<file path="config.mk">
export PLATFORM = sky130hd
export DESIGN_NAME = phase_toggle_quantizer
export DESIGN_NICKNAME = d
export VERILOG_FILES = /design/src/rtl/rpq_pkg.sv /design/src/rtl/rpq_tap_cell.sv /design/src/rtl/rpq_datapath.sv /design/src/rtl/rpq_control.sv /design/src/rtl/phase_toggle_quantizer.sv
export SDC_FILE = /design/constraint.sdc
export NUM_CORES = 1
export LEC_CHECK = 0
export BUFFER_PORTS_ARGS = -buffer_cell sky130_fd_sc_hd__buf_4
export CAP_MARGIN = 5
export CORE_ASPECT_RATIO = 1.25
export CORE_MARGIN = 2
export CORE_UTILIZATION = 39
export DETAILED_ROUTE_END_ITERATION = 10
export PLACE_DENSITY = 0.72
export SKIP_CTS_REPAIR_TIMING = 1
export SLEW_MARGIN = 20
export SYNTH_ARGS = -nofsm -noshare
export SYNTH_HDL_FRONTEND = slang
export SYNTH_SLANG_ARGS = --single-unit
</file>
<file path="constraint.sdc">
create_clock -name clk -period 3.5 [get_ports clk]
set_clock_uncertainty 0.1 [all_clocks]
set_input_delay 0.35 -clock clk [delete_from_list [all_inputs] [get_ports clk]]
set_output_delay 0.35 -clock clk [all_outputs]
set_load 0.02 [all_outputs]
</file>
<file path="src/rtl/rpq_pkg.sv">
package rpq_pkg;
  // strobes from the control to the datapath, one set per clock
  typedef struct packed {
    logic advance;    // capture a new sample and shift the pipeline
    logic emitValid;  // the code loaded on this edge is meaningful
  } rpq_ctrl_t;
endpackage

</file>
<file path="src/rtl/rpq_tap_cell.sv">
module rpq_tap_cell #(
  parameter int SYNC_STAGES = 0
) (
  input  logic clk,
  input  logic rst,
  input  logic advance,
  input  logic tapIn,
  output logic toggle
);
  logic syncOut;
  logic capCur;
  logic capPrev;

  generate
    if (SYNC_STAGES == 0) begin : g_direct
      assign syncOut = tapIn;
    end else begin : g_sync
      logic [SYNC_STAGES-1:0] syncReg;
      always_ff @(posedge clk) begin
        if (rst) begin
          syncReg <= '0;
        end else if (advance) begin
          syncReg[0] <= tapIn;
          for (int k = 1; k < SYNC_STAGES; k++) begin
            syncReg[k] <= syncReg[k-1];
          end
        end
      end
      assign syncOut = syncReg[SYNC_STAGES-1];
    end
  endgenerate

  // current and previous captured phase bit of this stage
  always_ff @(posedge clk) begin
    if (rst) begin
      capCur  <= 1'b0;
      capPrev <= 1'b0;
    end else if (advance) begin
      capCur  <= syncOut;
      capPrev <= capCur;
    end
  end

  assign toggle = capCur ^ capPrev;
endmodule

</file>
<file path="src/rtl/rpq_datapath.sv">
module rpq_datapath
  import rpq_pkg::*;
#(
  parameter int NUM_TAPS    = 11,
  parameter int SYNC_STAGES = 0,
  parameter int CODE_W      = $clog2(NUM_TAPS + 1)
) (
  input  logic                clk,
  input  logic                rst,
  input  rpq_ctrl_t           ctrl,
  input  logic [NUM_TAPS-1:0] ringTaps,
  output logic [CODE_W-1:0]   codeOut,
  output logic                fullToggle
);
  logic [NUM_TAPS-1:0] toggles;
  logic [CODE_W-1:0]   toggleCount;

  generate
    for (genvar i = 0; i < NUM_TAPS; i++) begin : g_stage
      rpq_tap_cell #(.SYNC_STAGES(SYNC_STAGES)) u_cell (
        .clk     (clk),
        .rst     (rst),
        .advance (ctrl.advance),
        .tapIn   (ringTaps[i]),
        .toggle  (toggles[i])
      );
    end
  endgenerate

  function automatic logic [CODE_W-1:0] countOnes(input logic [NUM_TAPS-1:0] v);
    logic [CODE_W-1:0] acc;
    acc = '0;
    for (int i = 0; i < NUM_TAPS; i++) begin
      acc = acc + CODE_W'(v[i]);
    end
    return acc;
  endfunction

  assign toggleCount = countOnes(toggles);

  always_ff @(posedge clk) begin
    if (rst) begin
      codeOut <= '0;
    end else if (ctrl.advance) begin
      codeOut <= toggleCount;
    end
  end

  // every stage moved in one period: the largest resolvable advance
  always_ff @(posedge clk) begin
    if (rst) begin
      fullToggle <= 1'b0;
    end else begin
      fullToggle <= ctrl.emitValid & (&toggles);
    end
  end
endmodule

</file>
<file path="src/rtl/rpq_control.sv">
module rpq_control
  import rpq_pkg::*;
#(
  parameter int SYNC_STAGES = 0
) (
  input  logic      clk,
  input  logic      rst,
  input  logic      sampleEn,
  output rpq_ctrl_t ctrl,
  output logic      validOut
);
  // captures needed before both phase registers hold real taps
  localparam int FILL_NEED = SYNC_STAGES + 2;
  localparam int FILL_W    = $clog2(FILL_NEED + 1);
  localparam logic [FILL_W-1:0] FILL_TOP = FILL_W'(FILL_NEED);

  logic [FILL_W-1:0] fillCnt;
  logic              primed;

  assign primed         = (fillCnt == FILL_TOP);
  assign ctrl.advance   = sampleEn;
  assign ctrl.emitValid = sampleEn & primed;

  always_ff @(posedge clk) begin
    if (rst) begin
      fillCnt <= '0;
    end else if (sampleEn && !primed) begin
      fillCnt <= fillCnt + 1'b1;
    end
  end

  always_ff @(posedge clk) begin
    if (rst) begin
      validOut <= 1'b0;
    end else begin
      validOut <= ctrl.emitValid;
    end
  end
endmodule

</file>
<file path="src/rtl/phase_toggle_quantizer.sv">
module phase_toggle_quantizer
  import rpq_pkg::*;
#(
  parameter int NUM_TAPS    = 11,
  parameter int SYNC_STAGES = 0
) (
  input  logic                              clk,
  input  logic                              rst,
  input  logic                              sampleEn,
  input  logic [NUM_TAPS-1:0]               ringTaps,
  output logic [$clog2(NUM_TAPS+1)-1:0]     sampleCode,
  output logic                              sampleValid,
  output logic                              overflowFlag
);
  localparam int CODE_W = $clog2(NUM_TAPS + 1);

  rpq_ctrl_t ctrl;

  rpq_control #(.SYNC_STAGES(SYNC_STAGES)) u_ctrl (
    .clk      (clk),
    .rst      (rst),
    .sampleEn (sampleEn),
    .ctrl     (ctrl),
    .validOut (sampleValid)
  );

  rpq_datapath #(
    .NUM_TAPS    (NUM_TAPS),
    .SYNC_STAGES (SYNC_STAGES),
    .CODE_W      (CODE_W)
  ) u_dp (
    .clk        (clk),
    .rst        (rst),
    .ctrl       (ctrl),
    .ringTaps   (ringTaps),
    .codeOut    (sampleCode),
    .fullToggle (overflowFlag)
  );
endmodule

</file>
**After elaboration in Yosys (flattened, before gate mapping)**

Index checks and enable logic that the tools add are counted.
W data, S select, Z words.

- Output and inout bits: 6
- Input bits: 14
- Word-level logic and storage cells: 54
- Register bits after elaboration: 30

- Add/sub/neg operators: 11
- Bitwise logic cells: 13
- Equal/unequal tests: 1
- Reduce and logical (&&, ||, !) cells: 3

Operators by type and width:

| operator | number |
|---|---|
| $add A4 B1 Y4 | 9 |
| $reduce_and A11 Y1 | 1 |
| $xor A1 B1 Y1 | 11 |
| $add A1 B1 Y2 | 1 |
| $add A2 B1 Y2 const B | 1 |
| $and A1 B1 Y1 | 2 |
| $eq A2 B2 Y1 const B | 1 |
| $logic_and A1 B1 Y1 | 1 |
| $logic_not A1 Y1 | 1 |

**Depth between registers and ports, before layout**

- Word-level depth: 11
- Depth in mapped cells: 15
- Mapped depth without buffers: 15

**By module**

From an unflattened synthesis, not the netlist that was laid out.

- Cells, all modules: 140
- Area total of the unflattened synthesis: 1456.4 µm²

Modules (own cells, without submodules):

| module | area an instance (µm²) | times used | sequential area each (µm²) | cells an instance |
|---|---|---|---|---|
| rpq_tap_cell | 76.3 | 11 | 40.0 | 7 |
| rpq_datapath | 454.2 | 1 | 100.1 | 48 |
| rpq_control | 162.7 | 1 | 60.1 | 15 |

**Worst setup path before layout**

No wires, ideal clock.

- Path kind: reg-to-reg
- From: reg u_dp.g_stage[1].u_cell.capCur
- To: reg u_dp.codeOut[1]
- Slack: -27 ps
- Period minus slack after synthesis: 3527 ps
- Required time: 3314 ps
- Cell stages (with the launch flop): 14
- Library setup time: 86 ps
- Buffers on the path: 0
- Data arrival time: 3342 ps
- Path through: dfxtp_1 -> xor2_1 -> ha_1 -> inv_1 -> fa_1 -> inv_1 -> fa_1 -> inv_1 -> fa_1 -> inv_1 -> ha_1 -> inv_1 -> fa_1 -> a211oi_1

- Cells in the longest elaborated chain, start to end: 11

RTL lines:

| what | line | source |
|---|---|---|
| start: declaration | rpq_tap_cell.sv:11 | `logic capCur;` |
| start signal: assignment | rpq_tap_cell.sv:39 | `capCur <= syncOut;` |
| $xor A1 B1 Y1 | rpq_tap_cell.sv:44 | `assign toggle = capCur ^ capPrev;` |
| $add A1 B1 Y2 | rpq_datapath.sv:34 | `acc = acc + CODE_W'(v[i]);` |
| $add A4 B1 Y4 (9 in series) | rpq_datapath.sv:34 |  |
| end signal: assignment | rpq_datapath.sv:45 | `codeOut <= toggleCount;` |
| end: declaration | rpq_datapath.sv:12 | `output logic [CODE_W-1:0] codeOut,` |

Every way passes these cells.
A chain may end at the register's enable or synchronous reset.

**Final worst setup path**

- From: reg u_dp.g_stage[1].u_cell.capPrev
- To: reg u_dp.codeOut[2]

- Cells in the longest elaborated chain, start to end: 11

RTL lines:

| what | line | source |
|---|---|---|
| start: declaration | rpq_tap_cell.sv:12 | `logic capPrev;` |
| start signal: assignment | rpq_tap_cell.sv:40 | `capPrev <= capCur;` |
| $xor A1 B1 Y1 | rpq_tap_cell.sv:44 |  |
| $add A1 B1 Y2 | rpq_datapath.sv:34 |  |
| $add A4 B1 Y4 (9 in series) | rpq_datapath.sv:34 |  |

Every way passes these cells.

==> run_results.csv <==
group,metric,value,unit
status,status,"finished, violations left",
status,failed_checks,"setup timing",
sta,max_freq,286,MHz
power_and_ir_drop,leakagePower,0.000855,µW
sta,rsz0062_at_grt,"yes",
clocking,clk_path_buf_depth,2,
setup_path,cp.arrival,3.56,ns
routing,vias,965,
synth,yosys.area.top_type_share,42.2,%
clocking,clk_latency,0.28,ns
final_layout,area_delta_synth_final,22.3,%
placement,placed_area,1610,µm²
synth,syn_inst,139,
placement,io_buffers,19,
routing,viasPerCell,4.75,
synth,ys_warn_count,0,
clocking,clkTransAtPathRegs,0.06,ns
sta,slew_violations,0,
sta,max_slew_margin,70.5,%
setup_path,crit_required,3.56,ns
global_route,grt_max_degree,31,
placement,gp_congestion,0.742,
synth,synth_top_area_cell,"dfxtp_1",
synth,ys_seq_elements,30,
routing,ant_nets,0,
global_route,grt_pass1_vias,1015,
setup_path,crit_chain,"xor2_2, ha_1, inv_2, fa_1, inv_2, fa_1, inv_2, fa_1, inv_1, ha_2, inv_2, fa_2, xnor2_1, mux2i_1, nor2_1",
flow_run,maxCapViolCount,0,
global_route,grt_pass1_wl,4230,µm
setup_path,endpoint_kind,"flop",
sta,setup_viol,1,
setup_path,slowest_stage,"fa_1",
routing,dr.pass1.iters,4,
routing,wl_per_cell,11.9,µm
sta,timing.final.ws_setup,-0.000622,ns
setup_path,crit_top_cell,"inv_2",
power_and_ir_drop,vdd_drop_max,0.323,mV
sta,final.setup.tns,-0.000622,ns
synth,synth_nets,165,
clocking,cts.sinks,30,
clocking,numCtsBuffers,5,
synth,syn_avg_cell_area,10.2,µm²
routing,wl,2420,µm
final_layout,drive_gt1_share,26.8,%
sta,min_period,3.50,ns
synth,synth_cell_type_count,20,
global_route,grtUsageMet3,6.32,%
global_route,met2_usage,23.0,%
min_path,hp-class,"in -> reg",
final_layout,design_area,1740,µm²
floorplanning,die_area,4150,µm²
global_route,grt-ovfl-total,0,
setup_path,crit_buf_inv,5,
synth,synthesis.area,1420,µm²
setup_path,crit_family,"adder cells",
clocking,cts_tree,"yes",
floorplanning,fp-row-count,24,
global_route,antenna_found_initial,0,
floorplanning,initial_core_util,40.8,%
routing,drc_errors,0,
global_route,grt_use_met1,14.2,%
floorplanning,die_h,71.5,µm
global_route,busiest_layer,"met2",
placement,place.detailed.hpwl,1740,µm
synth,ys_top_cells_by_area,"dfxtp_1 42%, mux2i_1 17%, fa_1 8.4%",
setup_path,startpoint_type,"flop",
power_and_ir_drop,power.density,527,nW/µm²
clocking,root_buffer,"clkbuf_8",
final_layout,antenna_cells,0,
sta,worst_pin_slew,0.442,ns
routing,drt_iter0_markers,17,
sta,hold_violations,0,
floorplanning,num_io_pins,20,
floorplanning,core_area,3480,µm²
clocking,htree_levels,2,
setup_path,cpPeakStageDelay,0.51,ns
setup_path,critical_path.max_fanout,2,
sta,finalCritPeriodShare,100,%
synth,ys_seq_area_share,42.2,%
global_route,grt_usage,13.6,%
floorplanning,dieWidth,58.0,µm
setup_path,criticalPathCategory,"reg -> reg",
final_layout,final_nets,189,
## cells in the final DEF (no fill, tap or decap), types with 2 or more instances in the layout
cell type and instances:
nor2_1 28, dfxtp_1 26, mux2i_1 24, buf_4 23, inv_1 11, xnor2_1 6
clkbuf_8 6, xor2_1 5, fa_1 5, ha_1 5, inv_2 4, dfxtp_2 4
xor2_2 2, a211oi_1 2
## cells by family after synthesis
kind of cell	after synthesis	share of synthesized area, %
and+or+nand+nor	34	10.9
adders and majority gates	12	13.7
buffers and inverters	21	5.80
AOI/OAI and AO/OA	5	2.46
muxes	24	16.9
DFF	30	42.2
xor gates and xnor gates	13	8.00
## power breakdown
group	internal [µW]	total (µW)	switching (µW)	leakage [µW]
logic	119	251	131	0.000559
registers	369	386	17.2	0.000248
clock network	158	281	123	0.0000482
total	646	917	271	0.000855
## area by class of cell
class / count / area, µm²
inverter: 15 / 56.3
tap: 39 / 48.8
multi-input combinational: 88 / 764
clock inverter: 1 / 5.00
fill: 323 / 1740
timing repair buffer: 23 / 173
clock buffer: 7 / 86.3
sequential: 30 / 606
## final timing paths
check | start | end | slack, ns | depth (start not counted)
worst max register to register | u_dp.g_stage[1].u_cell.capPrev | u_dp.codeOut[2] | -0.0006 | 15
worst max-delay path | u_dp.g_stage[1].u_cell.capPrev | u_dp.codeOut[2] | -0.0006 | 15
worst min register to register | u_dp.codeOut[2] | u_dp.codeOut[2] | 0.39 | 2
worst min-delay path | ringTaps[2] | u_dp.g_stage[2].u_cell.capCur | 0.20 | 3
## tightest hold or removal path: cells and delay by family
| family | cells | cell delay (ns) |
|---|---|---|
| buffers and inverters | 1 | 0.08 |
| muxes | 1 | 0.05 |
| and+or+nand+nor | 1 | 0.07 |
## through the flow
| stage | setup slack [ns] | hold slack (ns) | power [µW] | util [%] | std cells |
|---|---|---|---|---|---|
| 3_5_place_dp | -0.145 | 0.388 | 629 | 46.1 | 193 |
| 2_1_floorplan | -0.0210 | 0.380 | 556 | - | 139 |
| 4_1_cts | -0.161 | 0.191 | 912 | 48.7 | 201 |
| 6_report | -0.000622 | 0.200 | 917 | 49.9 | 203 |
| 3_3_place_gp | -0.0422 | 0.373 | 605 | 46.1 | 193 |
| 5_1_grt | -0.103 | 0.205 | 983 | 49.9 | 203 |
## per-layer routing
layer	vias to the layer above	part of all wire (%)
li1	493	-
met1	451	39
met2	18	53
met3	3	5.3
met4	0	1.8
met5	-	0
## synthesized netlist by cell type
library cell	instances
buf_1	1
a21o_1	1
nor2_1	28
or4b_1	1
a211oi_1	3
mux2i_1	24
a21oi_1	1
clkbuf_1	2
nor2b_1	1
nor3_2	1
nand4_1	1
nand4b_1	1
fa_1	6
xnor2_1	6
ha_1	6
and3b_1	1
buf_2	3
xor2_1	7
inv_1	15
dfxtp_1	30
## flip-flops by register name, indices dropped and copies added, names as in the netlist
register and cells:
u_ctrl.validOut 1, u_dp.codeOut 4, u_dp.fullToggle 1, u_dp.g_stage.u_cell.capCur 11
u_dp.g_stage.u_cell.capPrev 11, u_ctrl.fillCnt 2
Power figures use the tool's default switching activity.
